==> src/rtl/e1_ts0_fmt.sv <==
module e1_ts0_fmt #(
  parameter int SA_W = 5
) (
  input  logic            clk,
  input  logic            rst_n,
  input  logic            frm_start,
  input  logic            pay_vld,
  input  logic            pay_bit,
  input  logic            rx_rep,
  input  logic            rx_rep_smf,
  input  logic            rx_rep_err,
  input  logic            inv_auto_en,
  input  logic            inv_force,
  input  logic            a_bit,
  input  logic [SA_W-1:0] sa_bits,
  output logic [7:0]      ts0_byte,
  output logic            ts0_vld,
  output logic [3:0]      frame_idx
);
  localparam logic [6:0] FAS = 7'b0011011;

  logic [3:0] fcnt, crc, crc_hold;
  logic       inv_hold, last_err;
  logic [1:0] e_err;
  logic       c_bit, odd_b1;

  function automatic logic [3:0] crc_step(input logic [3:0] r, input logic b);
    logic fb;
    fb = r[3] ^ b;
    return {r[2:0], 1'b0} ^ {2'b00, fb, fb};
  endfunction

  function automatic logic [3:0] crc_byte(input logic [3:0] r, input logic [7:0] d);
    logic [3:0] t;
    t = r;
    for (int i = 7; i >= 0; i--) t = crc_step(t, d[i]);
    return t;
  endfunction

  wire       smf_start = (fcnt[2:0] == 3'd0);
  wire [3:0] send_crc  = smf_start ? crc : crc_hold;
  wire       send_inv  = smf_start ? ((inv_auto_en & last_err) | inv_force) : inv_hold;

  always_comb begin
    case (fcnt[2:1])
      2'd0:    c_bit = send_crc[3];
      2'd1:    c_bit = send_crc[2];
      2'd2:    c_bit = send_crc[1];
      default: c_bit = send_crc[0];
    endcase
  end

  always_comb begin
    case (fcnt)
      4'd5, 4'd9, 4'd11: odd_b1 = 1'b1;
      4'd13:             odd_b1 = ~e_err[0];
      4'd15:             odd_b1 = ~e_err[1];
      default:           odd_b1 = 1'b0;
    endcase
  end

  wire [7:0] next_byte = fcnt[0] ? {odd_b1, 1'b1, a_bit, sa_bits} : {c_bit ^ send_inv, FAS};
  wire [7:0] fold_byte = fcnt[0] ? next_byte : {1'b0, FAS};

  always_ff @(posedge clk) begin
    if (!rst_n) begin
      fcnt      <= '0;
      crc       <= '0;
      crc_hold  <= '0;
      inv_hold  <= 1'b0;
      ts0_byte  <= '0;
      ts0_vld   <= 1'b0;
      frame_idx <= '0;
    end else if (frm_start) begin
      ts0_byte  <= next_byte;
      ts0_vld   <= 1'b1;
      frame_idx <= fcnt;
      fcnt      <= fcnt + 4'd1;
      inv_hold  <= send_inv;
      crc       <= crc_byte(smf_start ? 4'd0 : crc, fold_byte);
      if (smf_start) crc_hold <= crc;
    end else begin
      ts0_vld <= 1'b0;
      if (pay_vld) crc <= crc_step(crc, pay_bit);
    end
  end

  always_ff @(posedge clk) begin
    if (!rst_n) begin
      e_err    <= '0;
      last_err <= 1'b0;
    end else if (rx_rep) begin
      e_err[rx_rep_smf] <= rx_rep_err;
      last_err          <= rx_rep_err;
    end
  end
endmodule

==> config.mk <==
export PLATFORM = sky130hd
export DESIGN_NAME = e1_ts0_fmt
export DESIGN_NICKNAME = d
export VERILOG_FILES = /design/src/rtl/e1_ts0_fmt.sv
export SDC_FILE = /design/constraint.sdc
export NUM_CORES = 1
export LEC_CHECK = 0
export ABC_AREA = 1
export ABC_CLOCK_PERIOD_IN_PS = 3150
export CORE_ASPECT_RATIO = 0.75
export CORE_MARGIN = 5
export CORE_UTILIZATION = 45
export DETAILED_ROUTE_END_ITERATION = 8
export GPL_TIMING_DRIVEN = 0
export PLACE_DENSITY = 0.68
export REMOVE_ABC_BUFFERS = 1
export SYNTH_ARGS = -nofsm -noshare
export SYNTH_HDL_FRONTEND = slang
export SYNTH_SLANG_ARGS = --single-unit
==> constraint.sdc <==
create_clock -name clk -period 3.15 [get_ports clk]
set_clock_uncertainty 0.2 [all_clocks]
set_input_delay 0.315 -clock clk [delete_from_list [all_inputs] [get_ports clk]]
set_output_delay 0.315 -clock clk [all_outputs]
set_load 0.05 [all_outputs]
Word level (Yosys, flattened, before mapping)
Cells that the tools add are included.
Widths: inputs -> output; s select.
Operators by class
  bitwise logic cells: 23
  order comparisons: 2
  $mul: 0
  add/sub/neg operators: 1
  shifts and indexed selects: 0
  equality and inequality tests: 7
  mux-type cells: 13
  div/mod/pow operators: 0
  reduce and logical (&&, ||, !) cells: 5
Operators with widths (number)
  $xor 4x2->4: 9
  $eq 4x4->1 const B: 4
  $mux 4: 4
  $mux 8: 2
  $xor 1x1->1: 10
  $pmux 1 s3: 2
  $add 4x1->4 const B: 1
  $eq 4x3->1 const B: 1
  $logic_not 3->1: 1
  $mux 1: 3
  $reduce_or 3->1: 1
  $bwmux 2: 1
  $eq 2x1->1 const B: 1
  $eq 2x2->1 const B: 1
  $logic_not 2->1: 1
  $lt 1x2->1 const B: 1
  $not 1->1: 2
  $reduce_bool 2->1: 1
  $and 1x1->1: 1
  $demux 1 s1: 1
  $ge 1x1->1 const B: 1
  $logic_and 1x1->1: 1
  $or 1x1->1: 1
Storage, ports and cells
  memory bits (writable): 0
  output and inout port bits: 13
  register bits: 29
  bits in latches: 0
  memories: 0
  bits in read-only memories: 0
  input bits: 16
  logic and storage cells: 60

Depth between registers and ports, before layout
  word-level depth: 23
  gate-level depth with buffers: 19
  depth with buffers taken out: 18

Worst setup path after synthesis
Ideal clock, no wire load.
  path type: reg2reg
  from: register fcnt[0]
  to: register crc[1]
  setup time: 109 ps
  cell stages (with the launch flop): 20
  setup slack: 955 ps
  clock period less this slack: 2195 ps
  required time: 2841 ps
  buffers on the path: 1
  arrival time: 1886 ps
  cell sequence: dfxtp_1 buf_4 inv_1 ha_1 inv_1 nor2_1 nor2_1 inv_1 nand2_2 nand2_2 nand2_1 nand2_2 inv_2 nand2_1 nand3_1 nand3_1 nand2_1 nand3_1 nand2_1 inv_1
Between the ends
  word-level cells in the longest chain between the ends: 18
  elaborated cells on any way between the ends: 31
  those cells by class: 5 x eq/ne; 8 x mux; 16 x bitwise; 2 x reduce/logical
Ends and longest elaborated chain
  from (decl): line 22  | logic [3:0] fcnt, crc, crc_hold;
  from (signal assigned): line 78  | fcnt <= fcnt + 4'd1;
  $logic_not 3->1: line 40  | wire smf_start = (fcnt[2:0] == 3'd0);
  $mux 4
  $pmux 1 s3: line 45  | case (fcnt[2:1])
  $xor 1x1->1: line 62  | wire [7:0] next_byte = fcnt[0] ? {odd_b1, 1'b1, a_bit, sa_bits} : {c_bit ^ send_inv, FAS};
  $mux 8: line 62
  $mux 8: line 63  | wire [7:0] fold_byte = fcnt[0] ? next_byte : {1'b0, FAS};
  $xor 1x1->1: line 29  | fb = r[3] ^ b;
  $xor 4x2->4 (3 in a row): line 30  | return {r[2:0], 1'b0} ^ {2'b00, fb, fb};
  $xor 1x1->1 or $xor 4x2->4 (tied branches): line 29, 30
  $xor 4x2->4 or $xor 1x1->1 (tied branches): line 30, 29
  $xor 4x2->4 (2 in a row): line 30
  $xor 1x1->1 or $xor 4x2->4 (tied branches): line 29, 30
  $xor 4x2->4 or $xor 1x1->1 (tied branches): line 30, 29
  $xor 4x2->4 (*): line 30
  $mux 4 (*): line 74  | end else if (frm_start) begin
  to (signal assigned): line 80  | crc <= crc_byte(smf_start ? 4'd0 : crc, fold_byte);
  to (signal assigned): line 84  | if (pay_vld) crc <= crc_step(crc, pay_bit);
  to (decl): line 22
Mark *: on every way between the ends. The rest lies on a longest branch, timed or not.
A chain may end at the register's enable or synchronous reset.

Worst setup path after layout
Ends and elaborated chain as after synthesis.

==> results.toml <==
[status]
status = "completed"

[setup_path]
cp_top_family = "simple AND/OR/NAND/NOR gates"
worstPathRequired_ps = 3140
worstRegToRegCells = 18
cp.depth = 18
cp-start-kind = "flip-flop"
worst-path-buf-inv = 5
crit_chain = "inv_1 -> ha_1 -> inv_1 -> nor2_1 -> nor2_1 -> inv_1 -> nand2_2 -> nand2_2 -> nand2_1 -> nand2_2 -> inv_2 -> nand2_1 -> nand3_1 -> nand3_1 -> nand2_1 -> nand3_1 -> nand2_1 -> inv_1"
slowest_stage = "dfxtp_1"
crit_fanout = 11
end_kind = "flip-flop"
worst-setup-path-type = "flip-flop to flip-flop"
crit_arrival_ps = 2700
max_stage_delay_ps = 620

[sta]
setup_tns_ps = 0
rsz0062_at_grt = "no"
finalWorstSetupSlack_ps = 439
slew_viol_final = 0
max_freq_ghz = 0.369
finalCritPeriodShare = 0.861
relSlewSlack = 0.523
tightest_slew_ps = 713
final_hold_viol_count = 0
finalSetupViolCount = 0
final.min_clock_period_ps = 2710

[route]
dr.pass1.iters = 4
final_antenna_net_count = 0
viasPerCell = 4.99
wire_per_inst_um = 12.5
first_iter_violations = 112
vias = 1408
wirelength_um = 3540
drc = 0

[power]
irDropWorstVdd_uv = 293
power_density_nw_per_um2 = 512
total_leakage_power_uw = 0.000808

[global_route]
use_met1 = 0.232
grt_pass1_wl_um = 5970
grt_pass1_vias = 1302
grt.total_usage = 0.160
met3_usage = 0.0356
grt_most_used_layer = "met2"
grt_overflow_total = 0
antenna_found_initial = 0
grtUsageMet2 = 0.246
grt_max_degree = 19

[yosys]
synth_top_area_cell = "dfxtp_1"
yosysWarnings = 0
synthDistinctLibCells = 31
syn-instance-count = 216
async_flop_share = 0
synth_most_common_cell = "nand2_1"
syn_area_um2 = 1530
ys_seq_area_frac = 0.368
avgSynthCellArea_um2 = 7.06
synth_top_area_share = 0.368
synth_edf_count = 0
ys_ff_latch = 28
ys.flop_type = "dfxtp_1"
ys_top_cells_by_area = "dfxtp_1, nand2_1, nand3_1, inv_1, o21ai_0"
synth_common_cells = "nand2_1, nand3_1, dfxtp_1"

[clock_network]
cts_resized = 0
cts_buffers = 3
post-cts-setup-buffers = 0
htreeDepth = 1
clkTransAtPathRegs_ps = 90
root_buffer = "clkbuf_8"
cts_tree = "yes"
cts_sinks = 28
cts_buffer_depth = 2
clock_latency_ps = 280
hold_buffers = 0

[place]
dp_hpwl_um = 2650
post_dp_cell_area_um2 = 1820
pre_cts_slack_ps = 421
place.gp.congestion = 0.802
port_buffers = 28

[finish]
insertedDiodeCount = 0
syn_to_final_growth_pct = 24.3
drive_gt1_frac = 0.107
stdcell_area_um2 = 1900
num-nets-final = 262
fillers = 323

[floorplan]
die_h_um = 60.4
die-area_um2 = 4670
start_util = 0.464
dieWidth_um = 77.2
rows = 18
coreArea_um2 = 3290
ios = 29

[job]
maxCapViolations = 0

[hold_path]
holdPathStages = 2
hold_path.class = "flip-flop to flip-flop"
-- layer usage --
layer	share of wire	vias to the layer above
met3	0.065	4
met5	0	-
met2	0.41	43
met1	0.52	605
met4	0.0082	0
li1	-	756
-- logic make-up after synthesis --
group                      after synthesis  share of synthesized area
AOI/OAI and AO/OA                       37                      0.137
DFF                                     28                      0.368
buffers and inverters                   34                     0.0894
xor gates and xnor gates                 8                     0.0607
and+or+nand+nor                        106                      0.321
adders and majority gates                3                     0.0246
-- report_power, final --
group | internal [µW] | switching (µW) | leakage, µW
Sequential | 381 | 25.0 | 0.000230
Clock | 170 | 117 | 0.0000357
Combinational | 107 | 171 | 0.000542
-- final cells by class --
class	instances	area [µm²]	share of cell area
clock buffer	3	41.3	0.0218
inverter	28	105	0.0554
tap	40	50.0	0.0264
clock inverter	1	30.0	0.0158
multi-input combinational	154	828	0.437
timing repair buffer	28	280	0.148
sequential	28	561	0.296
-- cells in the final DEF (no fill, tap or decap), drive strengths merged, types with 2 or more instances in the layout --
master,count
inv,26
nand3,31
ha,3
nor2,12
a211oi,4
xor2,5
a31oi,2
o21ai,17
dfxtp,28
xnor2,3
nor3,2
clkbuf,3
a21oi,10
nand2,57
clkdlybuf4s50,28
or2,3
clkinv,2
-- sequential cells by signal, indices dropped and copies added, names as in the netlist --
register   cells
ts0_byte       8
crc            4
crc_hold       4
fcnt           4
frame_idx      3
e_err          2
inv_hold       1
last_err       1
ts0_vld        1
-- worst register-to-register path, stage by stage (launching register included) --
cell	delay, ps
dfxtp_1	620
inv_1	260
ha_1	300
inv_1	60
nor2_1	70
nor2_1	170
inv_1	70
nand2_2	100
nand2_2	70
nand2_1	70
nand2_2	70
inv_2	80
nand2_1	60
nand3_1	70
nand3_1	100
nand2_1	80
nand3_1	60
nand2_1	60
inv_1	30
-- per-stage QoR --
stage | cells | power [µW] | hold slack (ps) | util
after detailed placement | 278 | 692 | 254 | 0.555
after global routing | 282 | 1030 | 300 | 0.576
after CTS | 282 | 981 | 269 | 0.576
after global placement | 278 | 688 | 249 | 0.555
final | 282 | 971 | 274 | 0.576
after floorplan | 210 | 610 | 215 | -
-- worst paths after layout --
check / to / slack [ps] / startpoint
hold / removal: crc_hold[0]$_SDFFE_PN0P_ / 270 / crc_hold[0]$_SDFFE_PN0P_
setup reg to reg: crc[1]$_SDFFE_PN0P_ / 440 / fcnt[0]$_SDFFE_PN0P_
setup / recovery: crc[1]$_SDFFE_PN0P_ / 440 / fcnt[0]$_SDFFE_PN0P_
hold reg to reg: crc_hold[0]$_SDFFE_PN0P_ / 270 / crc_hold[0]$_SDFFE_PN0P_
Power figures use the tool's default switching activity.
